[src/rtl/uart_tx_pkg.sv]
package uart_tx_pkg;
  typedef enum logic [1:0] {
    SRC_CLK   = 2'd0,
    SRC_DIV8  = 2'd1,
    SRC_DIV2N = 2'd2,
    SRC_EXT   = 2'd3
  } src_sel_e;

  localparam int unsigned MAX_DATA = 9;
  localparam int unsigned FRAME_W  = 1 + MAX_DATA + 1 + 2;
  localparam int unsigned LEN_W    = $clog2(FRAME_W + 1);

  function automatic logic par_calc(logic [MAX_DATA-1:0] d, logic nine, logic odd);
    logic p;
    p = ^d[7:0];
    if (nine) p = p ^ d[8];
    return p ^ odd;
  endfunction
endpackage

[src/rtl/uart_tx_prescale.sv]
module uart_tx_prescale import uart_tx_pkg::*; #(
  parameter int unsigned PRE_W = 4
) (
  input  logic             clk_i,
  input  logic             rst_ni,
  input  logic             en_i,
  input  src_sel_e         sel_i,
  input  logic [PRE_W-1:0] pre_n_i,
  input  logic             ext_tick_i,
  output logic             tick_o
);
  localparam int unsigned CNT_W = (PRE_W + 1 > 3) ? PRE_W + 1 : 3;

  logic [CNT_W-1:0] cnt_q, lim;
  logic             divided;

  assign lim = CNT_W'({pre_n_i, 1'b0}) - CNT_W'(1);

  always_comb begin
    tick_o  = 1'b0;
    divided = 1'b0;
    case (sel_i)
      SRC_CLK:   tick_o = 1'b1;
      SRC_DIV8: begin
        divided = 1'b1;
        tick_o  = (cnt_q == CNT_W'(7));
      end
      SRC_DIV2N: begin
        divided = (pre_n_i != '0);
        tick_o  = !divided || (cnt_q == lim);
      end
      SRC_EXT:   tick_o = ext_tick_i;
      default:   tick_o = 1'b0;
    endcase
  end

  always_ff @(posedge clk_i or negedge rst_ni) begin
    if (!rst_ni)                cnt_q <= '0;
    else if (!en_i || !divided) cnt_q <= '0;
    else if (tick_o)            cnt_q <= '0;
    else                        cnt_q <= cnt_q + CNT_W'(1);
  end
endmodule

[src/rtl/uart_tx_baud.sv]
module uart_tx_baud #(
  parameter int unsigned DIV_W = 8,
  parameter int unsigned OVS   = 16
) (
  input  logic             clk_i,
  input  logic             rst_ni,
  input  logic             run_i,
  input  logic             tick_i,
  input  logic [DIV_W-1:0] div_i,
  output logic             bit_end_o
);
  localparam int unsigned CNT_W = DIV_W + $clog2(OVS) + 1;

  logic [CNT_W-1:0] cnt_q, last;

  assign last      = CNT_W'(OVS) * (CNT_W'(div_i) + CNT_W'(1)) - CNT_W'(1);
  assign bit_end_o = run_i && tick_i && (cnt_q == last);

  always_ff @(posedge clk_i or negedge rst_ni) begin
    if (!rst_ni)        cnt_q <= '0;
    else if (!run_i)    cnt_q <= '0;
    else if (bit_end_o) cnt_q <= '0;
    else if (tick_i)    cnt_q <= cnt_q + CNT_W'(1);
  end
endmodule

[src/rtl/uart_tx_shifter.sv]
module uart_tx_shifter import uart_tx_pkg::*; (
  input  logic               clk_i,
  input  logic               rst_ni,
  input  logic               en_i,
  input  logic               load_i,
  input  logic [FRAME_W-1:0] frame_i,
  input  logic [LEN_W-1:0]   len_i,
  input  logic               bit_end_i,
  output logic               busy_o,
  output logic               txd_o,
  output logic               done_o
);
  logic [FRAME_W-1:0] sh_q;
  logic [LEN_W-1:0]   left_q;
  logic               busy_q;

  assign busy_o = busy_q;
  assign txd_o  = busy_q ? sh_q[0] : 1'b1;
  assign done_o = busy_q && bit_end_i && (left_q == LEN_W'(1));

  always_ff @(posedge clk_i or negedge rst_ni) begin
    if (!rst_ni) begin
      busy_q <= 1'b0;
      sh_q   <= '1;
      left_q <= '0;
    end else if (!en_i) begin
      busy_q <= 1'b0;
      sh_q   <= '1;
      left_q <= '0;
    end else if (load_i) begin
      busy_q <= 1'b1;
      sh_q   <= frame_i;
      left_q <= len_i;
    end else if (busy_q && bit_end_i) begin
      sh_q   <= {1'b1, sh_q[FRAME_W-1:1]};
      left_q <= left_q - LEN_W'(1);
      if (left_q == LEN_W'(1)) busy_q <= 1'b0;
    end
  end
endmodule

[src/rtl/uart_tx_cts.sv]
module uart_tx_cts import uart_tx_pkg::*; #(
  parameter int unsigned DIV_W = 8,
  parameter int unsigned PRE_W = 4,
  parameter int unsigned OVS   = 16
) (
  input  logic                clk_i,
  input  logic                rst_ni,
  input  logic                tx_en_i,
  input  logic [1:0]          src_sel_i,
  input  logic [PRE_W-1:0]    pre_n_i,
  input  logic [DIV_W-1:0]    div_i,
  input  logic                ext_tick_i,
  input  logic                nine_bit_i,
  input  logic                par_en_i,
  input  logic                par_odd_i,
  input  logic                two_stop_i,
  input  logic                cts_en_i,
  input  logic                cts_i,
  input  logic                irq_src_i,
  input  logic                wr_i,
  input  logic [MAX_DATA-1:0] wr_data_i,
  input  logic                irq_ack_i,
  output logic                txd_o,
  output logic                buf_empty_o,
  output logic                tx_empty_o,
  output logic                irq_o
);
  logic                buf_full_q;
  logic [MAX_DATA-1:0] buf_q;
  logic                irq_q;
  logic                src_tick, bit_end, busy, done, load, cts_ok, irq_set;
  logic [FRAME_W-1:0]  frame;
  logic [LEN_W-1:0]    len;

  assign cts_ok = !cts_en_i || !cts_i;
  assign load   = tx_en_i && !busy && buf_full_q && cts_ok;

  // frame image, LSB leaves first; unused upper bits stay 1 (stop level)
  always_comb begin
    frame    = '1;
    frame[0] = 1'b0;
    for (int i = 0; i < int'(MAX_DATA); i++) begin
      if (i < 8 || nine_bit_i) frame[1+i] = buf_q[i];
    end
    if (par_en_i) begin
      if (nine_bit_i) frame[10] = par_calc(buf_q, 1'b1, par_odd_i);
      else            frame[9]  = par_calc(buf_q, 1'b0, par_odd_i);
    end
    len = LEN_W'(9) + LEN_W'(nine_bit_i) + LEN_W'(par_en_i) + LEN_W'(two_stop_i) + LEN_W'(1);
  end

  uart_tx_prescale #(.PRE_W(PRE_W)) i_prescale (
    .clk_i      (clk_i),
    .rst_ni     (rst_ni),
    .en_i       (tx_en_i),
    .sel_i      (src_sel_e'(src_sel_i)),
    .pre_n_i    (pre_n_i),
    .ext_tick_i (ext_tick_i),
    .tick_o     (src_tick)
  );

  uart_tx_baud #(.DIV_W(DIV_W), .OVS(OVS)) i_baud (
    .clk_i     (clk_i),
    .rst_ni    (rst_ni),
    .run_i     (busy && tx_en_i),
    .tick_i    (src_tick),
    .div_i     (div_i),
    .bit_end_o (bit_end)
  );

  uart_tx_shifter i_shifter (
    .clk_i     (clk_i),
    .rst_ni    (rst_ni),
    .en_i      (tx_en_i),
    .load_i    (load),
    .frame_i   (frame),
    .len_i     (len),
    .bit_end_i (bit_end),
    .busy_o    (busy),
    .txd_o     (txd_o),
    .done_o    (done)
  );

  always_ff @(posedge clk_i or negedge rst_ni) begin
    if (!rst_ni) begin
      buf_full_q <= 1'b0;
      buf_q      <= '0;
    end else if (wr_i) begin
      buf_full_q <= 1'b1;
      buf_q      <= wr_data_i;
    end else if (load) begin
      buf_full_q <= 1'b0;
    end
  end

  assign irq_set = irq_src_i ? (done && !buf_full_q && !wr_i) : load;

  always_ff @(posedge clk_i or negedge rst_ni) begin
    if (!rst_ni)        irq_q <= 1'b0;
    else if (irq_set)   irq_q <= 1'b1;
    else if (irq_ack_i) irq_q <= 1'b0;
  end

  assign irq_o       = irq_q;
  assign buf_empty_o = !buf_full_q;
  assign tx_empty_o  = !busy && !buf_full_q;
endmodule

[config.mk]
export PLATFORM = sky130hd
export DESIGN_NAME = uart_tx_cts
export DESIGN_NICKNAME = d
export VERILOG_FILES = /design/src/rtl/uart_tx_pkg.sv /design/src/rtl/uart_tx_prescale.sv /design/src/rtl/uart_tx_baud.sv /design/src/rtl/uart_tx_shifter.sv /design/src/rtl/uart_tx_cts.sv
export SDC_FILE = /design/constraint.sdc
export NUM_CORES = 1
export LEC_CHECK = 0
export BUFFER_PORTS_ARGS = -buffer_cell sky130_fd_sc_hd__buf_2
export CORE_MARGIN = 2
export CORE_UTILIZATION = 58
export CTS_BUF_LIST = sky130_fd_sc_hd__clkbuf_16
export DETAILED_ROUTE_END_ITERATION = 8
export HOLD_SLACK_MARGIN = 0.02
export PLACE_DENSITY = 0.88
export SLEW_MARGIN = 0
export SYNTH_ARGS = -nofsm -noshare
export SYNTH_HDL_FRONTEND = slang
export SYNTH_SLANG_ARGS = --single-unit
[constraint.sdc]
create_clock -name clk_i -period 3.2 [get_ports clk_i]
set_input_delay 0.64 -clock clk_i [delete_from_list [all_inputs] [get_ports clk_i]]
set_output_delay 0.64 -clock clk_i [all_outputs]
set_load 0.05 [all_outputs]
[After elaboration in Yosys (flattened, before gate mapping)]
Index checks and enable logic that the tools add are counted.
Cells by class
  $add $sub $neg: 10
  equality and inequality tests: 10
  muxes and demuxes: 29
  bitwise operators: 3
  reductions and logical operators: 28
Operator list (count)
  13-bit two-way mux: 6
  1-bit two-way mux: 15
  13-bit by 1-bit adder with 13-bit output, second input constant: 1
  13-bit == test: 1
  13-bit by 1-bit subtractor with 13-bit output, second input constant: 1
  4-bit two-way mux: 3
  1-bit logical AND: 11
  5-bit two-way mux: 2
  8-bit by 1-bit adder with 9-bit output, second input constant: 1
  4-bit by 1-bit adder with 4-bit output: 2
  1-bit zero test: 8
  8-bit XOR reduction: 1
  3-bit by 1-bit != test with 1-bit output, second input constant: 2
  5-bit by 1-bit adder with 5-bit output, second input constant: 1
  5-bit by 3-bit == test with 1-bit output, second input constant: 1
  5-bit == test: 1
  5-bit by 1-bit subtractor with 5-bit output, second input constant: 1
  4-bit by 1-bit adder with 4-bit output, first input constant: 1
  4-bit by 1-bit adder with 4-bit output, second input constant: 1
  2-bit == test, second input constant: 2
  4-bit by 1-bit == test with 1-bit output, second input constant: 1
  1-bit one-hot mux with 4 select lines: 1
  2-bit nonzero test: 2
  4-bit nonzero test: 1
  other kinds (9): 13
Storage, ports and cells
  register bits after elaboration: 47
  input port bits: 36
  output and inout bits: 4
  word-level logic and storage cells: 88

[Logic depth before layout (Yosys ltp)]
  word-level depth: 12
  depth in mapped cells: 11
  depth with buffers taken out: 10

[Modules after synthesis]
From an unflattened synthesis, not the netlist that was laid out.
Second synthesis, totals
  cell total of the unflattened synthesis: 348
  area total of the unflattened synthesis: 3264.4 um^2
Modules (own cells, without submodules)
  uart_tx_baud: instances 1, cells an instance 153, area each 1255.0 um^2, seq. area each 325.3 um^2
  uart_tx_shifter: instances 1, cells an instance 104, area each 979.7 um^2, seq. area each 466.7 um^2
  uart_tx_cts: instances 1, cells an instance 51, area each 598.1 um^2, seq. area each 275.3 um^2
  uart_tx_prescale: instances 1, cells an instance 40, area each 431.7 um^2, seq. area each 125.1 um^2

[Worst setup path after synthesis]
Ideal clock, no wire load.
  kind: input -> register
  from: input div_i[0]
  to: register i_shifter.busy_q, in the netlist i_shifter.busy_o
  setup time: 143 ps
  data arrival time: 3007 ps
  required time: 3057 ps
  slack: 50 ps
  stages: 9
  buffers on the path: 0
  path through: ha_1 > or3_1 > o31ai_1 > o21ai_0 > xnor2_1 > or4b_1 > or4b_4 > nor4b_2 > o21ai_0
On the way
  word-level cells in the longest chain between the ends: 7
Ends and longest elaborated chain
  start: declaration: line uart_tx_cts.sv:11  | input logic [DIV_W-1:0] div_i,
  8-bit by 1-bit adder with 9-bit output: line uart_tx_baud.sv:16  | assign last = CNT_W'(OVS) * (CNT_W'(div_i) + CNT_W'(1)) - CNT_W'(1);
  13-bit by 1-bit subtractor with 13-bit output: line uart_tx_baud.sv:16
  13-bit == test: line uart_tx_baud.sv:17  | assign bit_end_o = run_i && tick_i && (cnt_q == last);
  1-bit logical AND: line uart_tx_baud.sv:17
  1-bit logical AND: line uart_tx_shifter.sv:34  | end else if (busy_q && bit_end_i) begin
  3-bit by 1-bit != test with 1-bit output (no line)
  2-bit AND reduction (no line)
  end signal: assignment: line uart_tx_shifter.sv:27  | busy_q <= 1'b0;
  end signal: assignment: line uart_tx_shifter.sv:31  | busy_q <= 1'b1;
  end signal: assignment: line uart_tx_shifter.sv:37  | if (left_q == LEN_W'(1)) busy_q <= 1'b0;
  end: declaration: line uart_tx_shifter.sv:15  | logic busy_q;
Every way passes these cells.
A chain may end at the register's enable or synchronous reset.

[Final worst setup path]
  from: input div_i[0]
  to: register i_shifter.sh_q[7]
On the way
  word-level cells in the longest chain between the ends: 6
Ends and longest elaborated chain
  8-bit by 1-bit adder with 9-bit output: line uart_tx_baud.sv:16
  13-bit by 1-bit subtractor with 13-bit output: line uart_tx_baud.sv:16
  13-bit == test: line uart_tx_baud.sv:17
  1-bit logical AND: line uart_tx_baud.sv:17
  1-bit logical AND: line uart_tx_shifter.sv:34
  3-bit by 1-bit != test with 1-bit output (no line)
  end signal: assignment: line uart_tx_shifter.sv:32  | sh_q <= frame_i;
  end signal: assignment: line uart_tx_shifter.sv:35  | sh_q <= {1'b1, sh_q[FRAME_W-1:1]};
  end: declaration: line uart_tx_shifter.sv:13  | logic [FRAME_W-1:0] sh_q;
Every way passes these cells.

==> flow_summary.yaml <==
power:
  leakagePower_nw: 1.58
  switchingPower_mw: 0.440
  vdd_ir_drop_max_uv: 467
  powerDensity_nw_per_um2: 415
  clkPwrFrac_pct: 33.9
  finalPower_mw: 1.51
  switching_share_pct: 29.1
  p_comb_share_pct: 22.6
  p_seq_share_pct: 43.5
  p_int_mw: 1.07
final_layout:
  syn2layout_area_growth_pct: 17.9
  multi_input_comb_area_um2: 1810
  seq_area_um2: 1140
  layout_common_cells: "buf_2, dfrtp_1, nor2_1, buf_4"
  n_fill_cell: 396
  stdcell_count: 458
  n_antenna_cell: 0
  final_common_cell: "buf_2"
  drive_gt1_share_pct: 27.6
  nets: 435
critical_path:
  crit_chain: "buf_2 -> ha_4 -> or3_1 -> o31ai_1 -> o21ai_1 -> xnor2_1 -> or4b_1 -> or4b_4 -> buf_6 -> mux2i_1 -> o21a_1"
  required_ns: 3.43
  critPathMaxFanout: 11
  worst_ep_arrival_time_ns: 3.35
  path_buf_inv: 2
  cp-start-kind: "primary input"
  crit_path_end_kind: "flip-flop"
  critical_path.top_delay_family: "simple AND/OR/NAND/NOR gates"
  slowest_delay_ns: 0.59
  crit_slowest_cell: "or4b_4"
  crit_type: "primary input to flip-flop"
die:
  core-area_um2: 5140
  design.die.area_um2: 5940
  initial_utilization_pct: 60.2
  die_h_um: 77.0
  ios: 40
  fp.dieW_um: 77.0
  core.rowCount: 26
logic_synthesis:
  synthDistinctLibCells: 60
  avgSynthCellArea_um2: 9.32
  netlist_area_um2: 3090
  ys_ff_latch: 45
  yosysSeqAreaShare_pct: 36.8
  ys_warn_count: 0
  synth_flop_cell: "dfrtp_1"
  synth_edf_count: 0
  async_flop_share_pct: 100
  netlist_instances: 332
  syn-num-nets: 380
drt:
  num_vias: 2690
  wl_um: 6720
  drtIter0Drc: 138
  dr.pass1.iters: 4
  vias_per_cell: 5.87
  wl_per_cell_um: 14.7
  route.detailed.drc: 0
  ant_nets: 0
sta:
  rsz0062_at_grt: "false"
  maxSlewHeadroom_pct: 35.1
  min_period_ns: 3.11
  max_freq_mhz: 321
  setup_viol: 0
  hold-worst-slack_ns: 0.494
  worstMarginPinSlew_ns: 0.974
  finalHoldViolations: 0
  finalCritPeriodShare_pct: 97.3
  drv_slew: 0
  fin_skew_ns: 0.00858
cts:
  clkTransAtPathRegs_ns: 0.07
  clock_path_buffers: 2
  cts_buffers: 5
  cts_root_buffer: "clkbuf_16"
  cts_num_sinks: 45
  cts_tree: "done"
  insertion_delay_ns: 0.29
  cts_hold_buffers: 0
  htreeDepth: 2
  cts_setup_buffers: 0
global_route:
  grt_pass1_vias: 2654
  top_usage_layer: "met2"
  gr-usage-all-layers_pct: 23.6
  grt_overflow: 0
  grt_pass1_wl_um: 11500
  globalRouteMet3Util_pct: 3.41
  met1_usage_pct: 29.5
  gr-usage-met2_pct: 41.3
  antenna_found_initial: 0
  grt_max_degree: 46
hold_path:
  holdCritPathClass: "flip-flop to flip-flop"
outcome:
  status: "complete, no violations"
place:
  place_congestion: 0.914
  dp_hpwl_um: 4890
  portBuffers: 39
  placed_cells: 450
flow_run:
  drv_cap: 0
## layer usage
metal,part of all wire (%),up-vias
met5,0,-
met4,1.4,0
met3,3.9,9
met2,50,85
met1,44,1287
li1,-,1309
## final cells by class
type	count	share of cell area, %
flip-flops and latches	45	31.2
well taps	70	2.40
clock inverters	3	0.686
clock buffers	5	3.43
repair buffers	63	10.4
multi-input cells	250	49.6
inverters	22	2.26
## cells in the mapped netlist, drive strengths merged, types with 4 or more instances
library cell | number | area [µm²]
dfrtp | 34 | 851
nor2 | 23 | 86.3
inv | 22 | 82.6
xnor2 | 21 | 184
nand3 | 18 | 95.1
nand2 | 17 | 63.8
o21ai | 16 | 80.1
nor3 | 14 | 75.1
mux2i | 12 | 120
or3 | 12 | 75.1
a21oi | 11 | 55.1
dfstp | 11 | 289
ha | 11 | 138
mux2 | 10 | 113
o21a | 9 | 67.6
buf | 8 | 58.8
xor2 | 8 | 70.1
clkbuf | 7 | 26.3
o22ai | 6 | 37.5
nor4 | 5 | 43.8
a31o | 4 | 35.0
nand4 | 4 | 25.0
## final timing paths
| path | from | end | slack [ns] | cells after the start |
|---|---|---|---|---|
| setup / recovery | div_i[0] | i_shifter.sh_q[7] | 0.09 | 11 |
| hold / removal | i_prescale.cnt_q[0] | i_prescale.cnt_q[0] | 0.49 | 1 |
| setup reg to reg | i_prescale.cnt_q[1] | i_shifter.sh_q[7] | 0.50 | 9 |
| hold reg to reg | i_prescale.cnt_q[0] | i_prescale.cnt_q[0] | 0.49 | 1 |
| max in group asynchronous | rst_ni | i_baud.cnt_q[2] | 2.09 | 1 |
| min in group asynchronous | rst_ni | i_baud.cnt_q[1] | 0.51 | 1 |
## per-stage QoR
stage | cell area [µm²] | setup TNS [ns] | setup slack [ns] | util, %
CTS | 3630 | -0.00852 | -0.00852 | 70.6
detailed placement | 3470 | -2.75 | -0.286 | 67.6
global route | 3650 | 0 | 0.0195 | 71.0
global placement | 3470 | -1.80 | -0.192 | 67.6
floorplan | 3090 | 0 | 0.0497 | -
finish | 3650 | 0 | 0.0866 | 71.0
## cells by family (layout without fill, tap and decap cells)
logic type	Yosys count	in the layout	synth area share, %
buffers and inverters	37	93	5.42
adder cells (fa/ha/maj)	12	12	5.09
AO/OA/AOI/OAI	72	72	15.7
multiplexers	22	22	7.52
AND/OR/NAND/NOR	114	114	20.5
XOR/XNOR	30	30	8.98
flip-flops	45	45	36.8
## repair_timing
action                                  4_1_cts  5_1_grt
pin swaps                                     0        5
endpoints found under the setup margin        2       11
resized for setup                             1        5
## power by group through the flow
| stage | Sequential, mW | Combinational, mW | Clock, mW |
|---|---|---|---|
| floorplan | 0.663 | 0.227 | 0 |
| global placement | 0.664 | 0.322 | 0 |
| detailed placement | 0.665 | 0.334 | 0 |
| CTS | 0.657 | 0.340 | 0.519 |
| global route | 0.663 | 0.379 | 0.543 |
| finish | 0.657 | 0.342 | 0.513 |
## flip-flops by register name, indices dropped and copies added, names as in the netlist
register / count
buf_full_q: 1
irq_o: 1
i_shifter.sh_q: 11
i_shifter.busy_o: 1
i_shifter.left_q: 4
i_prescale.cnt_q: 5
buf_q: 9
i_baud.cnt_q: 13
Note: power is estimated with default switching activity, not from simulation.
